==> src/rtl/nseq_pkg.sv <==
package nseq_pkg;

  typedef enum logic [2:0] {
    RQ_READ   = 3'd0,
    RQ_PROG   = 3'd1,
    RQ_UPDATE = 3'd2,
    RQ_ERASE  = 3'd3,
    RQ_RESET  = 3'd4,
    RQ_IDENT  = 3'd5,
    RQ_UNLOCK = 3'd6,
    RQ_CONFIG = 3'd7
  } req_e;

  typedef enum logic [1:0] {
    K_CMD  = 2'd0,
    K_POLL = 2'd1,
    K_END  = 2'd2
  } kind_e;

  typedef enum logic [1:0] {
    D_NONE = 2'd0,
    D_IN   = 2'd1,
    D_OUT  = 2'd2
  } dir_e;

  typedef enum logic [1:0] {
    RS_OK    = 2'd0,
    RS_FAIL  = 2'd1,
    RS_FIXED = 2'd2,
    RS_LOST  = 2'd3
  } res_e;

  function automatic logic [7:0] cache_read_op(input logic [2:0] mode);
    case (mode)
      3'd1:    return 8'h0B;
      3'd2:    return 8'h3B;
      3'd3:    return 8'h6B;
      3'd4:    return 8'hBB;
      3'd5:    return 8'hEB;
      default: return 8'h03;
    endcase
  endfunction

  function automatic logic [1:0] cache_read_dummy(input logic [2:0] mode);
    if (mode == 3'd5) return 2'd2;
    if (mode >= 3'd1 && mode <= 3'd4) return 2'd1;
    return 2'd0;
  endfunction

  function automatic logic quad_mode(input logic [2:0] mode);
    return (mode == 3'd3) || (mode == 3'd5);
  endfunction

  function automatic logic [2:0] cache_read_lanes(input logic [2:0] mode);
    if (quad_mode(mode)) return 3'd4;
    if (mode == 3'd2 || mode == 3'd4) return 3'd2;
    return 3'd1;
  endfunction

endpackage

==> src/rtl/nseq_step.sv <==
module nseq_step
  import nseq_pkg::*;
#(
  parameter int ROW_W  = 24,
  parameter int COL_W  = 16,
  parameter int LEN_W  = 13,
  parameter int STEP_W = 3,
  parameter int ID_MAX = 4
) (
  input  req_e              req,
  input  logic [2:0]        mode,
  input  logic [1:0]        id_form,
  input  logic [ROW_W-1:0]  row,
  input  logic [COL_W-1:0]  col,
  input  logic [LEN_W-1:0]  len,
  input  logic [STEP_W-1:0] idx,
  output kind_e             kind,
  output logic [7:0]        op,
  output logic [ROW_W-1:0]  addr,
  output logic [1:0]        abytes,
  output logic [1:0]        dummy,
  output logic [2:0]        lanes,
  output dir_e              dir,
  output logic [LEN_W-1:0]  dlen,
  output logic [7:0]        wdata
);
  localparam logic [LEN_W-1:0] ID_CAP = LEN_W'(ID_MAX);

  logic [ROW_W-1:0] col_ext;
  logic             quad;
  assign col_ext = ROW_W'(col);
  assign quad    = quad_mode(mode);

  always_comb begin
    kind   = K_END;
    op     = 8'h00;
    addr   = '0;
    abytes = 2'd0;
    dummy  = 2'd0;
    lanes  = 3'd1;
    dir    = D_NONE;
    dlen   = '0;
    wdata  = 8'h00;
    case (req)
      RQ_READ: begin
        if (idx == 0) begin
          kind = K_CMD; op = 8'h13; addr = row; abytes = 2'd3;
        end else if (idx == 1) begin
          kind = K_POLL;
        end else if (idx == 2) begin
          kind = K_CMD; op = cache_read_op(mode); addr = col_ext;
          abytes = 2'd2; dummy = cache_read_dummy(mode);
          lanes = cache_read_lanes(mode); dir = D_IN; dlen = len;
        end
      end
      RQ_PROG, RQ_UPDATE: begin
        if (idx == 0) begin
          kind = K_CMD; addr = col_ext; abytes = 2'd2; dir = D_OUT; dlen = len;
          lanes = quad ? 3'd4 : 3'd1;
          if (req == RQ_PROG) op = quad ? 8'h32 : 8'h02;
          else                op = quad ? 8'h34 : 8'h84;
        end else if (idx == 1) begin
          kind = K_CMD; op = 8'h06;
        end else if (idx == 2) begin
          kind = K_CMD; op = 8'h10; addr = row; abytes = 2'd3;
        end else if (idx == 3) begin
          kind = K_POLL;
        end
      end
      RQ_ERASE: begin
        if (idx == 0) begin
          kind = K_CMD; op = 8'h06;
        end else if (idx == 1) begin
          kind = K_CMD; op = 8'hD8; addr = row; abytes = 2'd3;
        end else if (idx == 2) begin
          kind = K_POLL;
        end
      end
      RQ_RESET: begin
        if (idx == 0) begin
          kind = K_CMD; op = 8'hFF;
        end else if (idx == 1) begin
          kind = K_POLL;
        end
      end
      RQ_IDENT: begin
        if (idx == 0) begin
          kind = K_CMD; op = 8'h9F; dir = D_IN;
          dlen = (len == '0 || len > ID_CAP) ? ID_CAP : len;
          if (id_form == 2'd1) abytes = 2'd1;
          if (id_form == 2'd2) dummy  = 2'd1;
        end
      end
      RQ_UNLOCK, RQ_CONFIG: begin
        if (idx == 0) begin
          kind = K_CMD; op = 8'h1F; abytes = 2'd1; dir = D_OUT; dlen = LEN_W'(1);
          addr = (req == RQ_UNLOCK) ? ROW_W'(8'hA0) : ROW_W'(8'hB0);
          wdata = (req == RQ_UNLOCK) ? 8'h00 : {3'b000, 1'b1, 3'b000, quad};
        end
      end
      default: kind = K_END;
    endcase
  end
endmodule

==> src/rtl/nseq_verdict.sv <==
module nseq_verdict
  import nseq_pkg::*;
(
  input  req_e       req,
  input  logic [5:2] flags,
  output res_e       verdict
);
  always_comb begin
    verdict = RS_OK;
    case (req)
      RQ_READ: begin
        case (flags[5:4])
          2'b00:   verdict = RS_OK;
          2'b01:   verdict = RS_FIXED;
          default: verdict = RS_LOST;
        endcase
      end
      RQ_PROG, RQ_UPDATE: verdict = flags[3] ? RS_FAIL : RS_OK;
      RQ_ERASE:           verdict = flags[2] ? RS_FAIL : RS_OK;
      default:            verdict = RS_OK;
    endcase
  end
endmodule

==> src/rtl/nand_seq.sv <==
module nand_seq
  import nseq_pkg::*;
#(
  parameter int ROW_W  = 24,
  parameter int COL_W  = 16,
  parameter int LEN_W  = 13,
  parameter int ID_MAX = 4
) (
  input  logic             clk,
  input  logic             rst_n,
  input  logic             req_valid,
  output logic             req_ready,
  input  logic [2:0]       req_code,
  input  logic [ROW_W-1:0] req_row,
  input  logic [COL_W-1:0] req_col,
  input  logic [LEN_W-1:0] req_len,
  input  logic [2:0]       req_mode,
  input  logic [1:0]       req_id_form,
  output logic             desc_valid,
  input  logic             desc_ready,
  output logic [7:0]       desc_opcode,
  output logic [ROW_W-1:0] desc_addr,
  output logic [1:0]       desc_addr_bytes,
  output logic [1:0]       desc_dummy_bytes,
  output logic [2:0]       desc_lanes,
  output logic [1:0]       desc_dir,
  output logic [LEN_W-1:0] desc_len,
  output logic [7:0]       desc_wdata,
  output logic             poll_req,
  input  logic             poll_done,
  input  logic [7:0]       poll_status,
  output logic             res_valid,
  output logic [1:0]       res_code
);
  localparam int STEP_W = 3;

  logic             busy_q;
  req_e             req_q;
  logic [2:0]       mode_q;
  logic [1:0]       form_q;
  logic [ROW_W-1:0] row_q;
  logic [COL_W-1:0] col_q;
  logic [LEN_W-1:0] len_q;
  logic [STEP_W-1:0] idx_q;
  logic [5:2]       flags_q;

  kind_e kind;
  dir_e  dir;
  res_e  verdict;

  logic accept, desc_fire, poll_fire, finish;

  nseq_step #(
    .ROW_W(ROW_W), .COL_W(COL_W), .LEN_W(LEN_W), .STEP_W(STEP_W), .ID_MAX(ID_MAX)
  ) u_step (
    .req(req_q), .mode(mode_q), .id_form(form_q), .row(row_q), .col(col_q),
    .len(len_q), .idx(idx_q), .kind(kind), .op(desc_opcode), .addr(desc_addr),
    .abytes(desc_addr_bytes), .dummy(desc_dummy_bytes), .lanes(desc_lanes),
    .dir(dir), .dlen(desc_len), .wdata(desc_wdata)
  );

  nseq_verdict u_verdict (.req(req_q), .flags(flags_q), .verdict(verdict));

  assign req_ready  = !busy_q;
  assign accept     = req_valid && req_ready;
  assign desc_valid = busy_q && (kind == K_CMD);
  assign poll_req   = busy_q && (kind == K_POLL);
  assign res_valid  = busy_q && (kind == K_END);
  assign desc_fire  = desc_valid && desc_ready;
  assign poll_fire  = poll_req && poll_done;
  assign finish     = res_valid;
  assign desc_dir   = dir;
  assign res_code   = verdict;

  always_ff @(posedge clk or negedge rst_n) begin
    if (!rst_n) begin
      busy_q  <= 1'b0;
      req_q   <= RQ_READ;
      mode_q  <= '0;
      form_q  <= '0;
      row_q   <= '0;
      col_q   <= '0;
      len_q   <= '0;
      idx_q   <= '0;
      flags_q <= '0;
    end else if (accept) begin
      busy_q  <= 1'b1;
      req_q   <= req_e'(req_code);
      mode_q  <= req_mode;
      form_q  <= req_id_form;
      row_q   <= req_row;
      col_q   <= req_col;
      len_q   <= req_len;
      idx_q   <= '0;
      flags_q <= '0;
    end else if (finish) begin
      busy_q <= 1'b0;
    end else if (desc_fire || poll_fire) begin
      idx_q <= idx_q + 1'b1;
      if (poll_fire) flags_q <= poll_status[5:2];
    end
  end

  // Checks next to the control they guard
  logic [7:0] last_op_q;
  always_ff @(posedge clk or negedge rst_n) begin
    if (!rst_n)         last_op_q <= 8'h00;
    else if (desc_fire) last_op_q <= desc_opcode;
  end

  p_busy_blocks_r1: assert property (@(posedge clk) disable iff (!rst_n)
    (desc_valid || poll_req || res_valid) |-> !req_ready);

  p_free_after_res_r1: assert property (@(posedge clk) disable iff (!rst_n)
    res_valid |=> req_ready);

  p_poll_held_r2: assert property (@(posedge clk) disable iff (!rst_n)
    (poll_req && !poll_done) |=> poll_req);

  p_wren_first_r5: assert property (@(posedge clk) disable iff (!rst_n)
    (desc_fire && (desc_opcode == 8'h10 || desc_opcode == 8'hD8)) |-> (last_op_q == 8'h06));

  p_res_pulse_r9: assert property (@(posedge clk) disable iff (!rst_n)
    res_valid |=> !res_valid);

  p_hold_desc_r10: assert property (@(posedge clk) disable iff (!rst_n)
    (desc_valid && !desc_ready) |=> (desc_valid && $stable(desc_opcode) &&
      $stable(desc_addr) && $stable(desc_len) && $stable(desc_wdata)));
endmodule

==> config.mk <==
export PLATFORM = sky130hd
export DESIGN_NAME = nand_seq
export DESIGN_NICKNAME = d
export VERILOG_FILES = /design/src/rtl/nseq_pkg.sv /design/src/rtl/nseq_step.sv /design/src/rtl/nseq_verdict.sv /design/src/rtl/nand_seq.sv
export SDC_FILE = /design/constraint.sdc
export NUM_CORES = 1
export LEC_CHECK = 0
export BUFFER_PORTS_ARGS = -buffer_cell sky130_fd_sc_hd__buf_4
export CORE_ASPECT_RATIO = 1.75
export CORE_MARGIN = 10
export CORE_UTILIZATION = 50
export CTS_CLUSTER_SIZE = 20
export DETAILED_ROUTE_END_ITERATION = 8
export PLACE_DENSITY = 0.86
export SETUP_SLACK_MARGIN = 0.5
export SLEW_MARGIN = 10
export SYNTH_ARGS = -nofsm -noshare
export SYNTH_HDL_FRONTEND = slang
export SYNTH_SLANG_ARGS = --single-unit
==> constraint.sdc <==
create_clock -name clk -period 2.5 [get_ports clk]
set_input_delay 0.25 -clock clk [delete_from_list [all_inputs] [get_ports clk]]
set_output_delay 0.25 -clock clk [all_outputs]
set_load 0.01 [all_outputs]
==> results.py <==
metrics = {
    "setup_path": {
        "regToRegStartpoint": "idx_q[1]",
        "arrival_ns": 2.27,
        "critPathMaxFanout": 8,
        "cp_data_required_time_ns": 2.25,
        "reg2reg_slack_ns": 0.04,
        "crit_start": "idx_q[0]",
        "r2r_cells": 10,
        "endpoint": "desc_addr[4]",
        "critPathKind": "flip-flop to output pin",
        "start_kind": "flip-flop",
        "reg2reg_to": "idx_q[2]",
        "cp-end-kind": "output pin",
    },
    "synth": {
        "ys_seq_area_frac": 0.442,
        "avgSynthCellArea_sq_um": 8.10,
        "synth_cell_types": 59,
        "ys_ff_latch": 69,
        "synth_enable_flop_cells": 0,
        "netlist_area_sq_um": 3900,
        "async_reset_ff_frac": 1.00,
        "ys.flop_type": "dfrtp_1",
        "ys_warn_count": 0,
        "netlist_instances": 482,
    },
    "power": {
        "leakagePower_uw": 0.00296,
        "ir_drop_v": 0.00101,
        "finalPower_uw": 8590,
        "powerDensity_nw_per_um2": 1490,
    },
    "layout": {
        "drive_gt1_frac": 0.380,
        "diodes": 0,
        "nNetsFinal": 716,
        "area_delta_synth_final_pct": 47.5,
        "fin_util": 0.761,
        "finalNonFillerCells": 730,
        "fin_area_sq_um": 5760,
    },
    "cts": {
        "clock_path_buffers": 2,
        "insertion_delay_ns": 0.33,
        "hold_buffers": 0,
        "clkTransAtPathRegs_ns": 0.06,
        "htreeDepth": 3,
        "clock-root-buffer": "clkbuf_16",
        "tritoncts": "yes",
        "clkSinkCount": 69,
        "cts_made_buffers": 9,
    },
    "global_route": {
        "grt_antenna_before_repair": 0,
        "grt_pass1_vias": 4048,
        "grt_max_degree": 70,
        "track_usage": 0.209,
        "overflow": 0,
        "grt_pass1_wl_um": 19900,
    },
    "drt": {
        "drt_iter0_markers": 176,
        "drt-vias-per-instance": 5.42,
        "vias": 3957,
        "wire_per_inst_um": 17.5,
        "wirelength_um": 12800,
        "postRouteAntennaNets": 0,
        "drt_first_pass_iters": 5,
        "drc_errors": 0,
    },
    "sta": {
        "finalSetupViolations": 8,
        "finalHoldViolCount": 0,
        "tightest_slew_ns": 0.933,
        "rsz0062_at_grt": "yes",
        "slew_headroom": 0.376,
        "clock_skew_ns": 0.00700,
        "worst_slack_ns": -0.0210,
        "period_share": 1.01,
        "fmax_ghz": 0.397,
        "fin_crit_ns": 2.52,
        "slew_violations": 0,
    },
    "status": {
        "violations": "negative setup slack",
        "status": "complete, but fails checks",
    },
    "floorplanning": {
        "ios": 142,
        "die_w_um": 86.8,
        "core_area_sq_um": 7570,
        "die_h_um": 137,
        "initial_core_util": 0.516,
        "num_rows": 42,
        "die_area_sq_um": 11900,
    },
    "run": {
        "drv_cap": 0,
    },
    "placement": {
        "port_buffers": 131,
        "dp_cells": 691,
        "place_area_sq_um": 5010,
        "gp_congestion": 0.940,
        "dpl.hpwl_um": 9200,
    },
    "hold_path": {
        "min_path_type": "primary input to asynchronous set/reset pin",
    },
}
==> per-stage QoR <==
stage | hold slack, ns | worst slack [ns] | TNS (ns)
2_1_floorplan | -0.0456 | 0.498 | 0
3_3_place_gp | 0.401 | 0.242 | 0
3_5_place_dp | 0.415 | 0.191 | 0
4_1_cts | 0.0636 | -0.0130 | -0.0511
5_1_grt | 0.0969 | -0.0989 | -1.76
6_report | 0.0298 | -0.0210 | -0.0990
==> kinds of logic (layout without fill, tap and decap cells) <==
family | count (synthesis) | in the layout | share of synthesized area
AOI/OAI and AO/OA | 59 | 59 | 0.118
xor gates and xnor gates | 4 | 4 | 0.0138
muxes | 7 | 7 | 0.0192
buffers and inverters | 42 | 197 | 0.0542
and+or+nand+nor | 295 | 295 | 0.336
adders and majority gates | 5 | 5 | 0.0160
DFF | 69 | 69 | 0.442
other | 1 | 6 | 0.000961
==> flip-flops by register name, indices dropped and copies added, names as in the netlist <==
signal and count:
idx_q 3, len_q 13, busy_q 1, req_q 3, col_q 16, row_q 24
form_q 2, mode_q 3, flags_q 4
==> where the power goes <==
group	switching, uW	total, uW	leakage (uW)	internal [uW]
Sequential	475	2140	0.000854	1670
Clock	467	1470	0.000166	1000
Combinational	2590	4970	0.00194	2380
Total	3530	8590	0.00296	5060
==> layout make-up <==
cell class | count | area [sq um]
inverter | 6 | 22.5
sequential | 69 | 1730
tap | 88 | 110
fill | 538 | 1810
multi-input combinational | 376 | 2200
timing repair buffer | 175 | 1340
clock buffer | 11 | 243
clock inverter | 5 | 106
==> routing by layer <==
| metal | track usage | part of all wire |
|---|---|---|
| met1 | 0.214 | 0.35 |
| met2 | 0.369 | 0.55 |
| met4 | 0.120 | 0.040 |
| met5 | 0 | 0 |
| met3 | 0.0524 | 0.062 |
==> synthesized netlist by cell type (all sizes together) (3+ instances only) <==
cell type / count / area [sq um]
buf: 20 / 129
dfrtp: 69 / 1730
nor2b: 16 / 100
a21oi: 7 / 38.8
or4: 3 / 22.5
a31oi: 3 / 25.0
mux2i: 6 / 60.1
o211ai: 4 / 30.0
nand2b: 4 / 25.0
and3: 3 / 18.8
nor2: 24 / 90.1
nor3: 9 / 55.1
clkbuf: 16 / 60.1
and2: 10 / 62.6
o21ai: 14 / 73.8
ha: 5 / 62.6
nand3b: 5 / 37.5
a22o: 13 / 114
inv: 6 / 22.5
nand2: 202 / 758
nand3: 7 / 35.0
==> critical path: stages (launching register included) <==
cell	delay [ns]
dfrtp_1	0.41
inv_2	0.11
ha_2	0.28
nor4b_4	0.07
a211o_1	0.23
and4_4	0.19
buf_4	0.15
a221o_1	0.32
buf_4	0.16
==> how the worst min path moves through the flow <==
| stage | from | to | slack, ns | depth (start not counted) |
|---|---|---|---|---|
| 3_5_place_dp | rst_n | len_q[5] | 0.41 | 1 |
| 4_1_cts | rst_n | len_q[12] | 0.06 | 1 |
| 2_1_floorplan | rst_n | busy_q | -0.05 | 0 |
| 3_3_place_gp | rst_n | len_q[11] | 0.40 | 1 |
| 5_1_grt | rst_n | len_q[5] | 0.1 | 1 |
| 6_report | rst_n | len_q[5] | 0.03 | 1 |
==> cells in the final DEF (no fill, tap or decap), types with 3 or more instances in the layout <==
| cell | count |
|---|---|
| a21oi_1 | 3 |
| a22o_1 | 13 |
| and2_1 | 8 |
| buf_4 | 167 |
| buf_6 | 8 |
| bufinv_16 | 3 |
| clkbuf_16 | 9 |
| conb_1 | 6 |
| dfrtp_1 | 65 |
| dfrtp_2 | 4 |
| inv_1 | 4 |
| mux2i_1 | 4 |
| nand2_1 | 201 |
| nand3_1 | 6 |
| nand3b_1 | 5 |
| nor2_1 | 21 |
| nor2b_1 | 13 |
| nor3_1 | 4 |
| nor3_2 | 3 |
| o211ai_1 | 4 |
| o21ai_0 | 9 |
| o21ai_1 | 3 |
==> repair_timing <==
action	in CTS	in global routing
gates cloned	1	0
endpoints found under the setup margin	65	67
setup buffers	15	7
resized for setup	43	14
pin swaps	11	9
Note: power is estimated with default switching activity, not from simulation.
